[src/rtl/pss_pkg.sv]
package pss_pkg;

  localparam int BURST_W = 2;

  typedef enum logic [2:0] {
    EV_IDLE,
    EV_DESEL,
    EV_START_RD,
    EV_START_WR,
    EV_CONT
  } ev_t;

  // word offset inside a burst: linear adds, interleaved XORs
  function automatic logic [BURST_W-1:0] burst_lo(
    input logic [BURST_W-1:0] start,
    input logic [BURST_W-1:0] step,
    input logic               lin
  );
    return lin ? (start + step) : (start ^ step);
  endfunction

  function automatic logic is_start(input ev_t ev);
    return (ev == EV_START_RD) || (ev == EV_START_WR);
  endfunction

endpackage

[src/rtl/pss_decode.sv]
module pss_decode
  import pss_pkg::*;
#(
  parameter int NB = 4
) (
  input  logic          cpu_as_n,
  input  logic          ctl_as_n,
  input  logic          sel_a_n,
  input  logic          sel_b,
  input  logic          sel_c_n,
  input  logic          wr_all_n,
  input  logic          wr_byte_n,
  input  logic [NB-1:0] byte_sel_n,
  input  logic          active_i,
  output ev_t           ev_o,
  output logic          wr_seen_o,
  output logic [NB-1:0] mask_o
);

  logic cpu_go;
  logic any_as;
  logic all_sel;

  assign cpu_go    = !cpu_as_n && !sel_a_n;
  assign any_as    = cpu_go || !ctl_as_n;
  assign all_sel   = !sel_a_n && sel_b && !sel_c_n;
  assign wr_seen_o = !wr_all_n || !wr_byte_n;

  always_comb begin
    if (any_as && !all_sel)
      ev_o = EV_DESEL;
    else if (any_as)
      ev_o = (cpu_go || !wr_seen_o) ? EV_START_RD : EV_START_WR;
    else if (active_i)
      ev_o = EV_CONT;
    else
      ev_o = EV_IDLE;
  end

  for (genvar g = 0; g < NB; g++) begin : g_lane_mask
    assign mask_o[g] = !wr_all_n || (!wr_byte_n && !byte_sel_n[g]);
  end

endmodule

[src/rtl/pss_burst.sv]
module pss_burst
  import pss_pkg::*;
#(
  parameter int AW = 6
) (
  input  logic          clk,
  input  logic          rst_n,
  input  ev_t           ev_i,
  input  logic          adv_n,
  input  logic          linear_i,
  input  logic [AW-1:0] addr_i,
  output logic [AW-1:0] acc_addr_o,
  output logic          active_o
);

  localparam int CW = BURST_W;

  logic [AW-1:0] base_q;
  logic [CW-1:0] cnt_q;
  logic [CW-1:0] nxt_cnt;
  logic          active_q;

  assign nxt_cnt  = cnt_q + {{(CW-1){1'b0}}, ~adv_n};
  assign active_o = active_q;

  always_comb begin
    if (is_start(ev_i))
      acc_addr_o = addr_i;
    else
      acc_addr_o = {base_q[AW-1:CW], burst_lo(base_q[CW-1:0], nxt_cnt, linear_i)};
  end

  always_ff @(posedge clk or negedge rst_n) begin
    if (!rst_n) begin
      active_q <= 1'b0;
      base_q   <= '0;
      cnt_q    <= '0;
    end else begin
      case (ev_i)
        EV_DESEL: active_q <= 1'b0;
        EV_START_RD, EV_START_WR: begin
          active_q <= 1'b1;
          base_q   <= addr_i;
          cnt_q    <= '0;
        end
        EV_CONT:  cnt_q <= nxt_cnt;
        default:  ;
      endcase
    end
  end

endmodule

[src/rtl/pss_array.sv]
module pss_array #(
  parameter int AW = 6,
  parameter int NB = 4,
  parameter int BW = 8
) (
  input  logic             clk,
  input  logic             rst_n,
  input  logic             we_i,
  input  logic [NB-1:0]    mask_i,
  input  logic             re_i,
  input  logic [AW-1:0]    addr_i,
  input  logic [NB*BW-1:0] wdata_i,
  output logic             pend_o,
  output logic [NB*BW-1:0] dout_o
);

  localparam int DEPTH = 1 << AW;
  localparam int DW    = NB * BW;

  logic [AW-1:0] rd_addr_q;
  logic          pend_q;
  logic [DW-1:0] dout_q;
  logic [DW-1:0] lane_rd;

  for (genvar g = 0; g < NB; g++) begin : g_lane
    logic [BW-1:0] mem_l [DEPTH];
    always_ff @(posedge clk) begin
      if (we_i && mask_i[g])
        mem_l[addr_i] <= wdata_i[g*BW +: BW];
    end
    assign lane_rd[g*BW +: BW] = mem_l[rd_addr_q];
  end

  always_ff @(posedge clk or negedge rst_n) begin
    if (!rst_n) begin
      rd_addr_q <= '0;
      pend_q    <= 1'b0;
      dout_q    <= '0;
    end else begin
      pend_q <= re_i;
      if (re_i)
        rd_addr_q <= addr_i;
      if (pend_q)
        dout_q <= lane_rd;
    end
  end

  assign pend_o = pend_q;
  assign dout_o = dout_q;

endmodule

[src/rtl/pss_ctl.sv]
module pss_ctl
  import pss_pkg::*;
#(
  parameter int AW = 6,
  parameter int NB = 4,
  parameter int BW = 8
) (
  input  logic             clk,
  input  logic             rst_n,
  input  logic [AW-1:0]    addr_i,
  input  logic             cpu_as_n,
  input  logic             ctl_as_n,
  input  logic             adv_n,
  input  logic             sel_a_n,
  input  logic             sel_b,
  input  logic             sel_c_n,
  input  logic             wr_all_n,
  input  logic             wr_byte_n,
  input  logic [NB-1:0]    byte_sel_n,
  input  logic             oe_n,
  input  logic             linear_i,
  input  logic [NB*BW-1:0] wdata_i,
  output logic [NB*BW-1:0] rdata_o,
  output logic             drive_o
);

  localparam int DW = NB * BW;

  ev_t           ev;
  logic          wr_seen;
  logic [NB-1:0] arr_mask;
  logic          active_q;
  logic [AW-1:0] acc_addr;
  logic          rd_pend;
  logic [DW-1:0] dout;
  logic          drive_q;

  // named events, also watched by the checker
  logic start_evt;
  logic wake_evt;
  logic desel_evt;
  logic wr_evt;
  logic rd_evt;
  logic arr_we;

  pss_decode #(.NB(NB)) u_dec (
    .cpu_as_n   (cpu_as_n),
    .ctl_as_n   (ctl_as_n),
    .sel_a_n    (sel_a_n),
    .sel_b      (sel_b),
    .sel_c_n    (sel_c_n),
    .wr_all_n   (wr_all_n),
    .wr_byte_n  (wr_byte_n),
    .byte_sel_n (byte_sel_n),
    .active_i   (active_q),
    .ev_o       (ev),
    .wr_seen_o  (wr_seen),
    .mask_o     (arr_mask)
  );

  pss_burst #(.AW(AW)) u_burst (
    .clk        (clk),
    .rst_n      (rst_n),
    .ev_i       (ev),
    .adv_n      (adv_n),
    .linear_i   (linear_i),
    .addr_i     (addr_i),
    .acc_addr_o (acc_addr),
    .active_o   (active_q)
  );

  assign start_evt = is_start(ev);
  assign wake_evt  = start_evt && !active_q;
  assign desel_evt = (ev == EV_DESEL);
  assign wr_evt    = (ev == EV_START_WR) || ((ev == EV_CONT) && wr_seen);
  assign rd_evt    = (ev == EV_START_RD) || ((ev == EV_CONT) && !wr_seen);
  assign arr_we    = wr_evt;

  pss_array #(.AW(AW), .NB(NB), .BW(BW)) u_arr (
    .clk     (clk),
    .rst_n   (rst_n),
    .we_i    (arr_we),
    .mask_i  (arr_mask),
    .re_i    (rd_evt),
    .addr_i  (acc_addr),
    .wdata_i (wdata_i),
    .pend_o  (rd_pend),
    .dout_o  (dout)
  );

  always_ff @(posedge clk or negedge rst_n) begin
    if (!rst_n)
      drive_q <= 1'b0;
    else
      drive_q <= rd_pend && !wr_evt && !desel_evt && !wake_evt;
  end

  assign drive_o = drive_q && !oe_n;
  assign rdata_o = dout;

endmodule

[config.mk]
export PLATFORM = sky130hd
export DESIGN_NAME = pss_ctl
export DESIGN_NICKNAME = d
export VERILOG_FILES = /design/src/rtl/pss_pkg.sv /design/src/rtl/pss_decode.sv /design/src/rtl/pss_burst.sv /design/src/rtl/pss_array.sv /design/src/rtl/pss_ctl.sv
export SDC_FILE = /design/constraint.sdc
export NUM_CORES = 2
export LEC_CHECK = 0
export ABC_CLOCK_PERIOD_IN_PS = 5800
export BUFFER_PORTS_ARGS = -buffer_cell sky130_fd_sc_hd__buf_4
export CORE_MARGIN = 2
export CORE_UTILIZATION = 50
export DETAILED_ROUTE_END_ITERATION = 8
export GPL_ROUTABILITY_DRIVEN = 0
export PLACE_DENSITY_LB_ADDON = 0.15
export SETUP_SLACK_MARGIN = 0.3
export SYNTH_ARGS = -nofsm -noshare
export SYNTH_HDL_FRONTEND = slang
export SYNTH_SLANG_ARGS = --single-unit
[constraint.sdc]
create_clock -name clk -period 5.8 [get_ports clk]
set_input_delay 0.87 -clock clk [delete_from_list [all_inputs] [get_ports clk]]
set_output_delay 0.87 -clock clk [all_outputs]
set_load 0.01 [all_outputs]
==> qor.yml <==
synth_nets: 4148
die_h_um: 407.3
cts_hold_buf: 0
netSwitchingFraction_pct: 27.49
cts_tree: "done"
antenna_found_initial: 5
yosys_warnings: 0
rsz0062_at_grt: "no"
dr.pass1.iters: 5
synth-edff-count: 2048
core_area_mm2: 0.1622
num_vias: 40102
start_util_pct: 50.14
htreeDepth: 4
fin_skew_ns: 0.02910
period_share_pct: 70.79
synth.cell_area_mm2: 0.08134
grt_pass1_vias: 39925
postCtsSetupRepairBufs: 0
viasPerCell: 6.131
place_hpwl_um: 118700
drv_cap: 0
path_class: "primary input to flop"
finalCriticalPeriod_ns: 4.106
grt_pass1_wl_um: 291200
drc: 0
io_pins: 87
cp-end-kind: "flop"
cts-root-buf: "clkbuf_16"
fmax_ghz: 0.2436
start_kind: "primary input"
preCtsSetupSlack_ns: 0.9274
worstMarginPinSlew_ns: 1.312
seqCellArea_mm2: 0.06274
relSlewSlack_pct: 11.38
drt_iter0_markers: 4876
setup_viol: 0
track_usage_pct: 24.29
worstPathArrival_ns: 4.56
hold_class: "primary input to async pin"
tns_ns: 0
wire_per_inst_um: 30.97
fin_nets: 4251
netlist_instances: 4092
clkSlewWorstSetupHoldPaths_ns: 0.07
syn_area_per_cell_um2: 19.88
portBuffers: 86
die_width_um: 407.3
final_common_cell: "edfxtp_1"
overflow: 0
power.share.sequential_pct: 44.3
totalWireLength_um: 202600
clk_path_buf_depth: 3
p_int_mw: 28.01
syn_to_final_growth_pct: 12.14
netlist-cell-type-count: 55
path_max_fanout: 17
final_cell_mix: "2048 x edfxtp_1, 352 x mux4_2, 296 x nor2_1, 256 x mux2i_1, 210 x clkbuf_16"
num_antenna_cells: 0
hold_viol_final: 0
fill_cells: 12125
ys.flop_type: "edfxtp_1"
die_area_mm2: 0.1659
fin_util_pct: 56.23
finalPower_mw: 38.62
ctsResizeCount: 0
antenna_left: 0
seq_area_frac_synth_pct: 77.12
whs_ns: 0.1450
multiInputGateArea_mm2: 0.01757
numCtsBuffers: 202
drive_gt1_share_pct: 21.37
synth_seq_cells: 2097
synthArstFlopShare_pct: 2.337
clockPowerShare_pct: 35.7
vdd_ir_drop_max_v: 0.0005916
comb_power_share_pct: 20.0
p_sw_mw: 10.62
row_count: 148
cts_sinks: 2097
grt_max_degree: 141
insertion_delay_ns: 0.84
drv_slew: 0
powerDensity_mw_per_mm2: 423.4
required_ns: 6.26
p_leak_nw: 28.53
worst_slack_ns: 1.694
status: "finished clean"
[area by class of cell]
class / count / area share [%]
flip-flops and latches: 2097 / 68.78
multi-input cells: 1746 / 19.26
clock buffers: 241 / 5.966
well taps: 2175 / 2.983
clock inverters: 134 / 1.704
repair buffers: 142 / 1.278
inverters: 6 / 0.02469
[synthesized netlist by cell type (2+ instances only)]
cell type | number | area [um^2]
buf_6 | 13 | 146.4
edfxtp_1 | 2048 | 61500
nand4b_1 | 6 | 52.55
mux2i_2 | 2 | 27.53
o32ai_1 | 32 | 280.3
nor4_1 | 32 | 200.2
o22ai_1 | 63 | 394.1
a21oi_2 | 4 | 35.03
a2111oi_2 | 30 | 450.4
a22oi_1 | 128 | 960.9
inv_1 | 5 | 18.77
ha_1 | 2 | 25.02
and2_1 | 3 | 18.77
nand2b_1 | 5 | 31.28
o21ai_0 | 12 | 60.06
mux2i_1 | 256 | 2562
dfrtp_1 | 49 | 1226
buf_1 | 23 | 86.33
o41ai_1 | 3 | 26.28
a211oi_1 | 64 | 480.5
nor4b_1 | 2 | 17.52
o22a_1 | 32 | 280.3
mux2_2 | 21 | 236.5
mux2_1 | 15 | 168.9
nor2_2 | 30 | 187.7
buf_2 | 78 | 390.4
nand3_1 | 10 | 50.05
nand3b_1 | 2 | 15.01
nor2_1 | 298 | 1119
mux4_2 | 352 | 7928
o211ai_1 | 31 | 232.7
nand4bb_1 | 2 | 22.52
xnor2_1 | 3 | 26.28
nand2_1 | 124 | 465.5
buf_4 | 7 | 52.55
a21oi_1 | 64 | 320.3
nor2b_1 | 100 | 625.6
nand4_1 | 3 | 18.77
clkbuf_1 | 122 | 457.9
[cell families (layout without fill, tap and decap cells)]
family	count (synthesis)	count (layout)	synth area share, %
flops	2097	2097	77.12
mux	647	647	13.45
simple gates	625	625	3.558
compound gates	469	469	4.393
buf+inv	249	523	1.421
xor+xnor	3	3	0.03231
fa+ha+maj	2	2	0.03076
[through the flow]
step,cells,area [um^2]
2_1_floorplan,4092,81340
3_3_place_gp,6166,84220
3_5_place_dp,6166,84220
4_1_cts,6541,91210
5_1_grt,6541,91210
6_report,6541,91210
[registers in the layout, indices dropped and copies added (netlist names)]
register            cells
drive_q                 1
u_arr.dout_o           32
u_arr.g_lane.mem_l   2048
u_arr.pend_o            1
u_arr.rd_addr_q         6
u_burst.active_o        1
u_burst.base_q          6
u_burst.cnt_q           2
[metal layers]
layer / part of all wire [%] / vias up / GRT usage (%)
met5: 0.017 / - / 0
met1: 43 / 21149 / 35.88
li1: - / 16997 / -
met2: 47 / 1686 / 37.54
met3: 7.6 / 264 / 4.528
met4: 2.2 / 6 / 6.456
[power by group through the flow]
stage	Sequential (mW)	Clock, mW	Combinational (mW)
global placement	17.4	0	7.77
floorplan	17.2	0	5.26
detailed placement	17.4	0	7.79
CTS	17.1	14.0	7.81
global route	17.1	14.5	8.17
finish	17.1	13.8	7.74
[critical path: stages]
cell     delay [ns]
buf_4          0.13
nor3b_2        0.55
nand2_2        0.41
mux2i_2        0.49
inv_2          0.09
nor2_1         0.21
nand2_2        0.61
buf_4          0.56
nor2_1         0.59
[final timing paths]
path                               startpoint                      endpoint  slack (ns)  cells after the start
max                                   sel_a_n  u_arr.g_lane[3].mem_l[35][7]        1.69                      9
min                                     rst_n               u_arr.dout_o[5]        0.15                      1
max reg2reg                u_arr.rd_addr_q[2]              u_arr.dout_o[24]        2.00                      7
min reg2reg                 u_burst.base_q[0]             u_burst.base_q[0]        0.51                      2
max in group asynchronous               rst_n            u_arr.rd_addr_q[2]        4.93                      1
min in group clk                    addr_i[0]             u_burst.base_q[0]        0.29                      3
(Power assumes the default switching activity.)
